## src/rtl/spi_pkt_pkg.sv

```systemverilog
package spi_pkt_pkg;
  localparam logic [7:0] CMD_STREAM = 8'hA8;
  localparam logic [7:0] CMD_CONFIG = 8'hAA;
  localparam logic [4:0] CFG_TAG    = 5'b01100;

  typedef enum logic [1:0] {
    PS_CMD,
    PS_STREAM,
    PS_CFG,
    PS_DROP
  } pstate_t;
endpackage

```

## src/rtl/spi_pkt_parser.sv

```systemverilog
module spi_pkt_parser
  import spi_pkt_pkg::*;
#(
  parameter int PKT_LEN = 32
) (
  input  logic       clk,
  input  logic       rst_n,
  input  logic [7:0] in_data,
  input  logic       in_valid,
  input  logic       in_last,
  output logic       in_ready,
  input  logic       shift_busy,
  input  logic       reply_full,
  output logic       start,
  output logic [7:0] start_byte,
  output logic       cfg_dual,
  output logic [1:0] cfg_speed
);
  localparam int PW = $clog2(PKT_LEN);

  pstate_t        state_q, state_d;
  logic [PW-1:0]  pos_q, pos_d;
  logic           dual_q, dual_d;
  logic [1:0]     speed_q, speed_d;
  logic           acc, pkt_end, cfg_we;

  always_comb begin
    in_ready   = (state_q == PS_STREAM) ? (!shift_busy && !reply_full) : 1'b1;
    acc        = in_valid && in_ready;
    pkt_end    = in_last || (pos_q == PW'(PKT_LEN - 1));
    start      = acc && (state_q == PS_STREAM);
    start_byte = in_data;
    cfg_we     = acc && (state_q == PS_CFG) && (in_data[7:3] == CFG_TAG);

    state_d = state_q;
    pos_d   = pos_q;
    if (acc) begin
      if (pkt_end) begin
        state_d = PS_CMD;
        pos_d   = '0;
      end else begin
        pos_d = pos_q + 1'b1;
        case (state_q)
          PS_CMD: begin
            if (in_data == CMD_STREAM)      state_d = PS_STREAM;
            else if (in_data == CMD_CONFIG) state_d = PS_CFG;
            else                            state_d = PS_DROP;
          end
          PS_CFG:  state_d = PS_DROP;
          default: state_d = state_q;
        endcase
      end
    end

    dual_d  = cfg_we ? in_data[2]   : dual_q;
    speed_d = cfg_we ? in_data[1:0] : speed_q;
  end

  always_ff @(posedge clk or negedge rst_n) begin
    if (!rst_n) begin
      state_q <= PS_CMD;
      pos_q   <= '0;
      dual_q  <= 1'b0;
      speed_q <= 2'd0;
    end else begin
      state_q <= state_d;
      pos_q   <= pos_d;
      dual_q  <= dual_d;
      speed_q <= speed_d;
    end
  end

  assign cfg_dual  = dual_q;
  assign cfg_speed = speed_q;

  // a packet boundary always returns to command parsing
  p_end_to_cmd_r6: assert property (@(posedge clk) disable iff (!rst_n)
    acc && pkt_end |=> state_q == PS_CMD);
  // a dropped packet never launches a shift
  p_drop_quiet_r8: assert property (@(posedge clk) disable iff (!rst_n)
    (state_q == PS_DROP || state_q == PS_CFG) |-> !start);
  // configuration only changes through the configuration packet
  p_cfg_hold_r7: assert property (@(posedge clk) disable iff (!rst_n)
    $past(state_q) != PS_CFG |-> $stable(cfg_dual) && $stable(cfg_speed));
endmodule

```

## src/rtl/spi_pkt_shifter.sv

```systemverilog
module spi_pkt_shifter #(
  parameter int DIV_HALF = 2
) (
  input  logic       clk,
  input  logic       rst_n,
  input  logic       start,
  input  logic [7:0] tx_byte,
  input  logic       dual_in,
  input  logic       din,
  input  logic       din2,
  output logic       busy,
  output logic       done,
  output logic [7:0] rx_byte,
  output logic       sck,
  output logic       dout,
  output logic       dout2
);
  localparam int DW = (DIV_HALF > 1) ? $clog2(DIV_HALF) : 1;

  logic          busy_q, busy_d;
  logic          sck_q, sck_d;
  logic [DW-1:0] div_q, div_d;
  logic [2:0]    step_q, step_d;
  logic [7:0]    tx_q, tx_d;
  logic [7:0]    rx_q, rx_d;
  logic          dual_q, dual_d;
  logic          tick;
  logic [2:0]    last_step;

  always_comb begin
    tick      = busy_q && (div_q == DW'(DIV_HALF - 1));
    last_step = dual_q ? 3'd3 : 3'd7;
    done      = tick && sck_q && (step_q == last_step);

    busy_d = busy_q;
    sck_d  = sck_q;
    div_d  = div_q;
    step_d = step_q;
    tx_d   = tx_q;
    rx_d   = rx_q;
    dual_d = dual_q;
    if (start && !busy_q) begin
      busy_d = 1'b1;
      sck_d  = 1'b0;
      div_d  = '0;
      step_d = '0;
      tx_d   = tx_byte;
      dual_d = dual_in;
    end else if (tick) begin
      div_d = '0;
      sck_d = !sck_q;
      if (!sck_q) begin
        rx_d = dual_q ? {din2, din, rx_q[7:2]} : {din, rx_q[7:1]};
      end else begin
        tx_d   = dual_q ? {2'b11, tx_q[7:2]} : {1'b1, tx_q[7:1]};
        step_d = step_q + 1'b1;
        if (done) busy_d = 1'b0;
      end
    end else if (busy_q) begin
      div_d = div_q + 1'b1;
    end
  end

  always_ff @(posedge clk or negedge rst_n) begin
    if (!rst_n) begin
      busy_q <= 1'b0;
      sck_q  <= 1'b0;
      div_q  <= '0;
      step_q <= '0;
      tx_q   <= '1;
      rx_q   <= '0;
      dual_q <= 1'b0;
    end else begin
      busy_q <= busy_d;
      sck_q  <= sck_d;
      div_q  <= div_d;
      step_q <= step_d;
      tx_q   <= tx_d;
      rx_q   <= rx_d;
      dual_q <= dual_d;
    end
  end

  assign busy    = busy_q;
  assign rx_byte = rx_q;
  assign sck     = sck_q;
  assign dout    = busy_q ? tx_q[0] : 1'b1;
  assign dout2   = (busy_q && dual_q) ? tx_q[1] : 1'b1;

  // SCK rests low between bytes
  p_sck_idle_r4: assert property (@(posedge clk) disable iff (!rst_n)
    !busy_q |-> !sck_q);
  // outgoing data holds while SCK is high
  p_data_hold_r4: assert property (@(posedge clk) disable iff (!rst_n)
    sck_q && $past(sck_q) |-> $stable(dout) && $stable(dout2));
  // a new byte only starts once the previous one is finished
  p_start_idle_r9: assert property (@(posedge clk) disable iff (!rst_n)
    start |-> !busy_q);
  // secondary output stays high in single-line mode
  p_dout2_single_r10: assert property (@(posedge clk) disable iff (!rst_n)
    !dual_q |-> dout2);
endmodule

```

## src/rtl/spi_pkt_reply.sv

```systemverilog
module spi_pkt_reply (
  input  logic       clk,
  input  logic       rst_n,
  input  logic       load,
  input  logic [7:0] load_data,
  input  logic       rep_ready,
  output logic       rep_valid,
  output logic [7:0] rep_data
);
  logic       valid_q, valid_d;
  logic [7:0] data_q, data_d;

  always_comb begin
    valid_d = valid_q;
    data_d  = data_q;
    if (valid_q && rep_ready) valid_d = 1'b0;
    if (load) begin
      valid_d = 1'b1;
      data_d  = load_data;
    end
  end

  always_ff @(posedge clk or negedge rst_n) begin
    if (!rst_n) begin
      valid_q <= 1'b0;
      data_q  <= '0;
    end else begin
      valid_q <= valid_d;
      data_q  <= data_d;
    end
  end

  assign rep_valid = valid_q;
  assign rep_data  = data_q;

  // a stalled reply keeps its value
  p_hold_r9: assert property (@(posedge clk) disable iff (!rst_n)
    rep_valid && !rep_ready |=> rep_valid && $stable(rep_data));
  // no reply is overwritten before it is taken
  p_no_clobber_r2: assert property (@(posedge clk) disable iff (!rst_n)
    load |-> !valid_q);
endmodule

```

## src/rtl/spi_pkt_engine.sv

```systemverilog
module spi_pkt_engine #(
  parameter int DIV_HALF = 2,
  parameter int PKT_LEN  = 32
) (
  input  logic       clk,
  input  logic       rst_n,
  input  logic [7:0] in_data,
  input  logic       in_valid,
  input  logic       in_last,
  output logic       in_ready,
  output logic [7:0] rep_data,
  output logic       rep_valid,
  input  logic       rep_ready,
  output logic       sck,
  output logic       dout,
  output logic       dout2,
  input  logic       din,
  input  logic       din2,
  output logic [1:0] cfg_speed,
  output logic       cfg_dual
);
  logic       shift_busy, shift_done, start;
  logic [7:0] start_byte, rx_byte;

  spi_pkt_parser #(.PKT_LEN(PKT_LEN)) u_parser (
    .clk(clk), .rst_n(rst_n),
    .in_data(in_data), .in_valid(in_valid), .in_last(in_last), .in_ready(in_ready),
    .shift_busy(shift_busy), .reply_full(rep_valid),
    .start(start), .start_byte(start_byte),
    .cfg_dual(cfg_dual), .cfg_speed(cfg_speed)
  );

  spi_pkt_shifter #(.DIV_HALF(DIV_HALF)) u_shifter (
    .clk(clk), .rst_n(rst_n),
    .start(start), .tx_byte(start_byte), .dual_in(cfg_dual),
    .din(din), .din2(din2),
    .busy(shift_busy), .done(shift_done), .rx_byte(rx_byte),
    .sck(sck), .dout(dout), .dout2(dout2)
  );

  spi_pkt_reply u_reply (
    .clk(clk), .rst_n(rst_n),
    .load(shift_done), .load_data(rx_byte),
    .rep_ready(rep_ready), .rep_valid(rep_valid), .rep_data(rep_data)
  );
endmodule

```

## config.mk

```make
export PLATFORM = sky130hd
export DESIGN_NAME = spi_pkt_engine
export DESIGN_NICKNAME = d
export VERILOG_FILES = /design/src/rtl/spi_pkt_pkg.sv /design/src/rtl/spi_pkt_parser.sv /design/src/rtl/spi_pkt_shifter.sv /design/src/rtl/spi_pkt_reply.sv /design/src/rtl/spi_pkt_engine.sv
export SDC_FILE = /design/constraint.sdc
export NUM_CORES = 1
export LEC_CHECK = 0
export BUFFER_PORTS_ARGS = -buffer_cell sky130_fd_sc_hd__buf_2
export CAP_MARGIN = 20
export CORE_MARGIN = 1.5
export CORE_UTILIZATION = 30
export CTS_CLUSTER_SIZE = 28
export DETAILED_ROUTE_END_ITERATION = 8
export MAX_ROUTING_LAYER = met4
export PLACE_DENSITY_LB_ADDON = 0.25
export SLEW_MARGIN = 10
export SYNTH_ARGS = -nofsm -noshare
export SYNTH_HDL_FRONTEND = slang
export SYNTH_HIERARCHICAL = 1
export SYNTH_SLANG_ARGS = --single-unit
```

## constraint.sdc

```tcl
create_clock -name clk -period 1.85 [get_ports clk]
set_input_delay 0.2775 -clock clk [delete_from_list [all_inputs] [get_ports clk]]
set_output_delay 0.2775 -clock clk [all_outputs]
set_load 0.1 [all_outputs]
```

After elaboration in Yosys (flattened, before gate mapping)
Cells that the tools add are included. W data, S select, Z words.

Register bits: 42. Input bits: 15. Output and inout bits: 16. Word-level logic and storage cells: 79.

$add $sub $neg: 3. Equal/unequal tests: 7. Multiplexer cells: 28. Bitwise gates (word level): 2. Reduce and logical (&&, ||, !) cells: 26.

Operators with widths (count): $mux W8 (4); $eq A8 B8 Y1 const B (2); $mux W1 (15); $mux W3 (4); $logic_and A1 B1 Y1 (11); $reduce_bool A2 Y1 (4); $mux W7 (1); $reduce_and A3 Y1 (2); $reduce_bool A3 Y1 (2); $add A5 B1 Y5 const B (1); $eq A5 B4 Y1 const B (1); $eq A5 B5 Y1 const B (1); $mux W5 (1); $mux W2 (2); $pmux W2 S2 (1); $reduce_and A2 Y1 (2); $add A3 B1 Y3 const B (1); $eq A3 B3 Y1 (1); $logic_not A1 Y1 (3); $eq A2 B1 Y1 const B (1); $eq A2 B2 Y1 const B (1); $logic_not A2 Y1 (1); $not A1 Y1 (2); $add A1 B1 Y1 const B (1); $logic_or A1 B1 Y1 (1).

Depth between registers and ports, before layout
Gate-level depths: netlist of the first run.

Word-level depth: 8. Gate-level depth with buffers: 7. Depth with buffers taken out: 7.

Cells and area by module
Netlist of the first run, hierarchy kept.

By module, submodules not included: spi_pkt_shifter (instances 1, cells each 109, area an instance 1147.4 sq um, seq. area each 585.6 sq um); spi_pkt_parser (instances 1, cells each 61, area an instance 605.6 sq um, seq. area each 250.2 sq um); spi_pkt_reply (instances 1, cells each 20, area an instance 369.1 sq um, seq. area each 225.2 sq um).

Worst setup path before layout of the first run
Ideal clock, no wire load.

Path kind: flip-flop to flip-flop. From: reg u_shifter.sck_q (netlist: u_shifter/sck). To: reg u_reply.data_q[0] (netlist: u_reply/rep_data[0]). Library setup time: 0.126 ns. Arrival: 1.885 ns. Required time: 1.724 ns. Path slack: -0.161 ns. Stages on the path, launching flop included: 5. Path buffers: 1. Period minus slack after synthesis: 2.011 ns. Cells stage by stage: dfrtp_1 nand4_1 nor2_1 buf_6 mux2_4.

Longest elaborated chain between the ends: 2.

RTL lines: start, declared (line spi_pkt_shifter.sv:21) `logic sck_q, sck_d;`; start signal, assigned (line spi_pkt_shifter.sv:75) `sck_q <= sck_d;`; $logic_and A1 B1 Y1 (2 in series) (line spi_pkt_shifter.sv:33) `done = tick && sck_q && (step_q == last_step);`; net shift_done (line spi_pkt_engine.sv:22) `logic shift_busy, shift_done, start;`; end signal, assigned (line spi_pkt_reply.sv:29) `data_q <= data_d;`; end, declared (line spi_pkt_reply.sv:11) `logic [7:0] data_q, data_d;`.

The timed path passes the listed nets, and every way through them passes these cells. A chain may end at the register's enable or synchronous reset.

Worst setup path after layout of the first run
From: reg u_parser.pos_q[0]. To: reg u_parser.pos_q[3].

Longest elaborated chain between the ends: 3. Elaborated cells on any way between the ends: 4. Classes of those cells: add/sub: 1; eq/ne: 1; mux: 1; reduce/logical: 1.

RTL lines: start, declared (line spi_pkt_parser.sv:22) `logic [PW-1:0] pos_q, pos_d;`; start signal, assigned (line spi_pkt_parser.sv:67) `pos_q <= pos_d;`; parallel branches: the longest is 2 deep, another holds $add A5 B1 Y5; $mux W5 * (line spi_pkt_parser.sv:38) `if (pkt_end) begin`.

Every way passes the cells marked *.

==> results.toml, run 1 <==
[final_layout]
syn_to_final_growth_pct = 16.33
num_antenna_cells = 0
fin_util = 0.3614
layout-drive-gt1-share = 0.3484
nets = 238

[sta]
fin_crit_ns = 1.680
slew-limit-headroom = 0.6486
final_max_slew_viol_count = 0
setup_viol = 0
worst_slew_pin_slew_ns = 0.5255
post-route-period-util = 0.9081
rsz0062_at_grt = "false"
timing.fmax_ghz = 0.5952
hold_violations = 0
clock_skew_ns = 0.009383
tns_ns = 0

[setup_path]
crit_path_end_kind = "flip-flop"
slowest_delay_ns = 0.41
required_ns = 2.05
cp_slowest_cell = "dfrtp_1"
crit_type = "flip-flop to flip-flop"
rr_startpoint = "u_parser/pos_q[0]"
cp-start-kind = "flip-flop"
worstPathArrival_ns = 1.88
path_cells = "ha_1 > and3_1 > ha_1 > nor2_2 > nand3_2 > o31ai_2"
cp_common_cell = "ha_1"
crit_start = "u_parser/pos_q[0]"
cp_max_fo = 4

[die]
die_x_um = 87.11
std_cell_rows = 30
die_area_um2 = 7587
fp.coreArea_um2 = 6832
ios = 31
initial_utilization = 0.3106
die_y_um = 87.11

[clock_tree]
htree_num_levels = 2
cts-buffers-inserted = 5
post_cts.repair.setup_buffers = 0
root_buffer = "clkbuf_8"
clk_pin_slew_worst_paths_ns = 0.08
clock_latency_ns = 0.29
clkSinkCount = 42
cts_tree = "yes"
cts_buffer_depth = 2

[synthesis]
avgSynthCellArea_um2 = 11.17
async_reset_ff_frac = 1.000
yosysMostFrequentCell = "dfrtp_1"
synthesis.area_um2 = 2122
synth-edff-count = 0
synth_ff_type = "dfrtp_1"
ys_types = 42
yosysTopAreaCellShare = 0.4009
yosys_warnings = 6
ys_ff_latch = 42
synthCells = 190
yosys-top-cells-area = "dfrtp_1 40%, dfstp_2 9.9%, mux2i_1 7.1%"
yosysSeqAreaShare = 0.5000
synth_top_area_cell = "dfrtp_1"
synth_fp_nets = 208
synth.cells.most_frequent = "34 x dfrtp_1, 24 x nand2_1, 15 x mux2i_1"

[placed_design]
portBuffers = 30
globalplace.congestion = 0.7773
dp_hpwl_mm = 2.910

[detailed_routing]
route.detailed.wl_per_inst_um = 12.82
viasPerCell = 4.533
wl_mm = 4.063
firstDrtPassIters = 4
route.detailed.drc = 0
num_vias = 1437
drt_iter0_drc = 62
ant_nets = 0

[power_and_ir_drop]
pwr-share-comb = 0.470
sw_frac_of_total = 0.4693
power.leakage_nw = 1.121
p_sw_mw = 1.879
internal_power_mw = 2.125
clockPowerShare = 0.145
peakVddDrop_mv = 0.3847
pwr-share-seq = 0.385
p_per_area_nw_per_um2 = 1622

[status]
status = "finished clean"

[run]
max_cap_viol_count = 0

[global_routing]
grt_max_degree = 23
gr-total-overflow = 0
grt_antenna_before_repair = 0
grt_usage = 0.1227
grt_pass1_wl_mm = 7.031
grt_pass1_vias = 1423

[hold_path]
hold_class = "input port to flip-flop"
hold_start = "in_data[1]"
## critical path: cells and delay by family, from the launching register on
| kind | cells | cell delay (ns) |
|---|---|---|
| compound gates | 1 | 0.22 |
| fa+ha+maj | 2 | 0.44 |
| flops | 1 | 0.41 |
| simple gates | 3 | 0.52 |
## routing by layer
layer,vias up,GRT usage,part of all wire
met5,-,-,0
met2,21,0.1860,0.48
met3,6,0.02844,0.033
li1,717,-,-
met1,693,0.1629,0.48
met4,0,0.03896,0.015
## cells in the final DEF (no fill, tap or decap), types with 5 or more instances in the layout
cell and n:
nor2_1 12, nand2_1 24, o21ai_0 11, mux2i_1 15, nand3_1 8, dfrtp_1 32
mux2_4 8, clkbuf_8 5, o211ai_1 6, buf_2 28, buf_4 7, dfstp_2 8
o21ai_1 5
## final timing paths
| check | endpoint | slack (ns) | cells after the start |
|---|---|---|---|
| max | u_parser/pos_q[3] | 0.17 | 6 |
| max in group asynchronous | u_shifter/tx_q[2] | 0.78 | 3 |
| min | u_parser/state_q[0] | 0.22 | 2 |
| min in group asynchronous | u_reply/rep_data[3] | 0.49 | 2 |
| max reg2reg | u_parser/pos_q[3] | 0.17 | 6 |
| min reg2reg | u_parser/cfg_speed[1] | 0.48 | 2 |
## layout make-up
type / count / area, um^2
timing repair buffer: 39 / 262.8
multi-input combinational: 129 / 925.9
clock buffer: 5 / 68.82
tap: 96 / 120.1
clock inverter: 3 / 16.27
inverter: 3 / 11.26
fill: 710 / 4363
sequential: 42 / 1064
## cell families (layout without fill, tap and decap cells)
logic type                 after synthesis  count (layout)  share of synthesized area
adders and majority gates                3               3                    0.01769
AOI/OAI and AO/OA                       32              32                     0.1014
xor gates and xnor gates                 3               3                    0.01238
DFF                                     42              42                     0.5000
muxes                                   26              26                     0.1433
and+or+nand+nor                         65              65                     0.1592
buffers and inverters                   19              50                    0.06604
## power by group through the flow
stage / sequential (mW) / combinational, mW / clock [mW]
floorplan: 2.10 / 1.02 / 0
global placement: 1.56 / 1.88 / 0
detailed placement: 1.56 / 1.89 / 0
CTS: 1.55 / 1.90 / 0.611
global route: 1.60 / 2.05 / 0.646
finish: 1.54 / 1.88 / 0.581
## flip-flops by register name, summed over array words and instances, names as in the netlist
name                count
u_parser/cfg_dual       1
u_parser/cfg_speed      2
u_parser/pos_q          5
u_parser/state_q        2
u_reply/rep_data        8
u_reply/rep_valid       1
u_shifter/busy          1
u_shifter/div_q         1
u_shifter/dual_q        1
u_shifter/rx_byte       8
u_shifter/sck           1
u_shifter/step_q        3
u_shifter/tx_q          8
## stage by stage
stage / total power, mW / hold slack (ns) / cell area (um^2) / std cells / worst slack, ns
after floorplan: 3.118 / -0.01809 / 2125 / 190 / 0.1510
after global placement: 3.440 / 0.2930 / 2369 / 308 / 0.1443
after detailed placement: 3.454 / 0.2980 / 2369 / 308 / 0.1129
after CTS: 4.057 / 0.2221 / 2464 / 317 / 0.08222
after global routing: 4.288 / 0.2112 / 2469 / 317 / 0.03809
final: 4.004 / 0.2207 / 2469 / 317 / 0.1700
## timing repair
action / in CTS / in global routing
gates resized for setup: 0 / 2
hold buffers: 1 / 0
setup endpoints to repair: 0 / 11
hold endpoints to repair: 18 / 0
Note: power is estimated with default switching activity, not from simulation.
==> inputs of run 2 (changes only) <==
clock period = 1.7 ns   (was 1.85 ns; I/O delays follow)
==> run 2 against run 1 <==
Against the previous run: design area is 1.2% higher; register-to-register slack got worse by 0.08 ns; sequential power up 9%; count of clock-buffer cells in the layout grew 2; flip-flop and latch count unchanged; final cell count up 0.63%; via count grew 1.7%; hold slack worse by 0.025 ns; wire length is 0.42% higher; largest cell class unchanged.
==> results.toml, run 2 (synthesized netlist as in run 1, its figures left out) <==
[hold_path]
hold_class = "input port to flip-flop"

[sta]
worst_slew_pin_slew_ns = 0.5265
clock_skew_ns = 0.007393
rsz0062_at_grt = "true"
hold_violations = 0
fin_crit_ns = 1.637
worst_slack_ns = 0.06260
timing.fmax_ghz = 0.6107
tns_ns = 0
post-route-period-util = 0.9632
slew-limit-headroom = 0.6479
setup_viol = 0
final_max_slew_viol_count = 0

[global_routing]
grt_max_degree = 18
grt_pass1_vias = 1453
grt_antenna_before_repair = 0
gr-total-overflow = 0
grt_usage = 0.1233
grt_pass1_wl_mm = 7.086

[clock_tree]
clkSinkCount = 42
cts-buffers-inserted = 5
cts_tree = "yes"
clock_latency_ns = 0.29
post_cts.repair.setup_buffers = 0
htree_num_levels = 2
clk_pin_slew_worst_paths_ns = 0.08
cts_buffer_depth = 2
root_buffer = "clkbuf_8"

[power_and_ir_drop]
peakVddDrop_mv = 0.4102
p_total_mw = 4.439
p_per_area_nw_per_um2 = 1777
power.leakage_nw = 1.140

[final_layout]
nFillCells = 712
finalInstanceArea_um2 = 2499
num_antenna_cells = 0
multiInputGateArea_um2 = 925.9
fin_util = 0.3658
area.sequential_um2 = 1064
layout_common_cells = "32 x dfrtp_1, 28 x buf_2, 24 x nand2_1"
final_common_cell = "dfrtp_1"
layout-drive-gt1-share = 0.3543
syn_to_final_growth_pct = 17.75
nets = 240

[detailed_routing]
route.detailed.drc = 0
route.detailed.wl_per_inst_um = 12.79
drt_iter0_drc = 36
num_vias = 1461
viasPerCell = 4.580
wl_mm = 4.080
firstDrtPassIters = 4
ant_nets = 0

[setup_path]
slowest_delay_ns = 0.37
cp-start-kind = "flip-flop"
required_ns = 1.44
cp_max_fo = 17
crit_type = "flip-flop to output port"
crit_path_end_kind = "output port"
worstPathArrival_ns = 1.38
cp_slowest_cell = "dfrtp_1"
crit_buf_inv = 2
cp_top_family = "buffers and inverters"
path_cells = "buf_4 > nand3b_1 > buf_12"

[die]
die_area_um2 = 7587
die_x_um = 87.11
initial_utilization = 0.3106
std_cell_rows = 30
fp.coreArea_um2 = 6832
die_y_um = 87.11
ios = 31

[placed_design]
pre_cts_ws_ns = 0.02676
portBuffers = 30
dp_hpwl_mm = 3.021
globalplace.congestion = 0.7664
placed_area_um2 = 2384

[status]
status = "finished clean"

[run]
max_cap_viol_count = 0
run 2: worst reg2reg max path, delay by kind of cell (launching register included):
kind | cells | cell delay, ns
simple gates | 3 | 0.48
flops | 1 | 0.40
fa+ha+maj | 2 | 0.44
compound gates | 1 | 0.20
run 2: repair_timing:
item	in CTS	in global routing
pin swaps	0	2
endpoints found under the setup margin	1	7
hold endpoints to repair	12	0
resized for setup	1	2
hold buffers	1	0
run 2: cell type report:
class / count / share of cell area
sequential: 42 / 0.4256
inverter: 3 / 0.004507
multi-input combinational: 129 / 0.3706
tap: 96 / 0.04807
clock buffer: 7 / 0.03856
timing repair buffer: 41 / 0.1112
clock inverter: 1 / 0.001502
run 2: stage by stage:
| step | instances | hold slack (ns) |
|---|---|---|
| after CTS | 319 | 0.1825 |
| after floorplan | 190 | -0.04059 |
| after global routing | 319 | 0.2075 |
| after global placement | 310 | 0.1797 |
| final | 319 | 0.1955 |
| after detailed placement | 310 | 0.1845 |
run 2: metal layers:
layer,up-vias,track usage,part of all wire
met3,5,0.03507,0.036
met5,-,-,0
met4,0,0.03896,0.015
li1,720,-,-
met1,712,0.1586,0.48
met2,24,0.1882,0.46
run 2: final timing paths:
kind                                            start                     to  slack [ns]  cells past startpoint
worst max-delay path                 u_shifter/dual_q                  dout2        0.06                      3
min in group asynchronous                       rst_n    u_reply/rep_data[2]        0.39                      2
max in group asynchronous                       rst_n      u_shifter/tx_q[2]        0.73                      3
worst min register to register  u_parser/cfg_speed[1]  u_parser/cfg_speed[1]        0.47                      2
worst min-delay path                       in_data[1]    u_parser/state_q[0]        0.20                      2
worst max register to register      u_parser/pos_q[1]      u_parser/pos_q[3]        0.09                      6
run 2: power breakdown:
part           total [mW]  switching, mW  internal, mW
combinational        2.06           1.43         0.634
clock               0.701          0.336         0.365
sequential           1.68          0.269          1.41
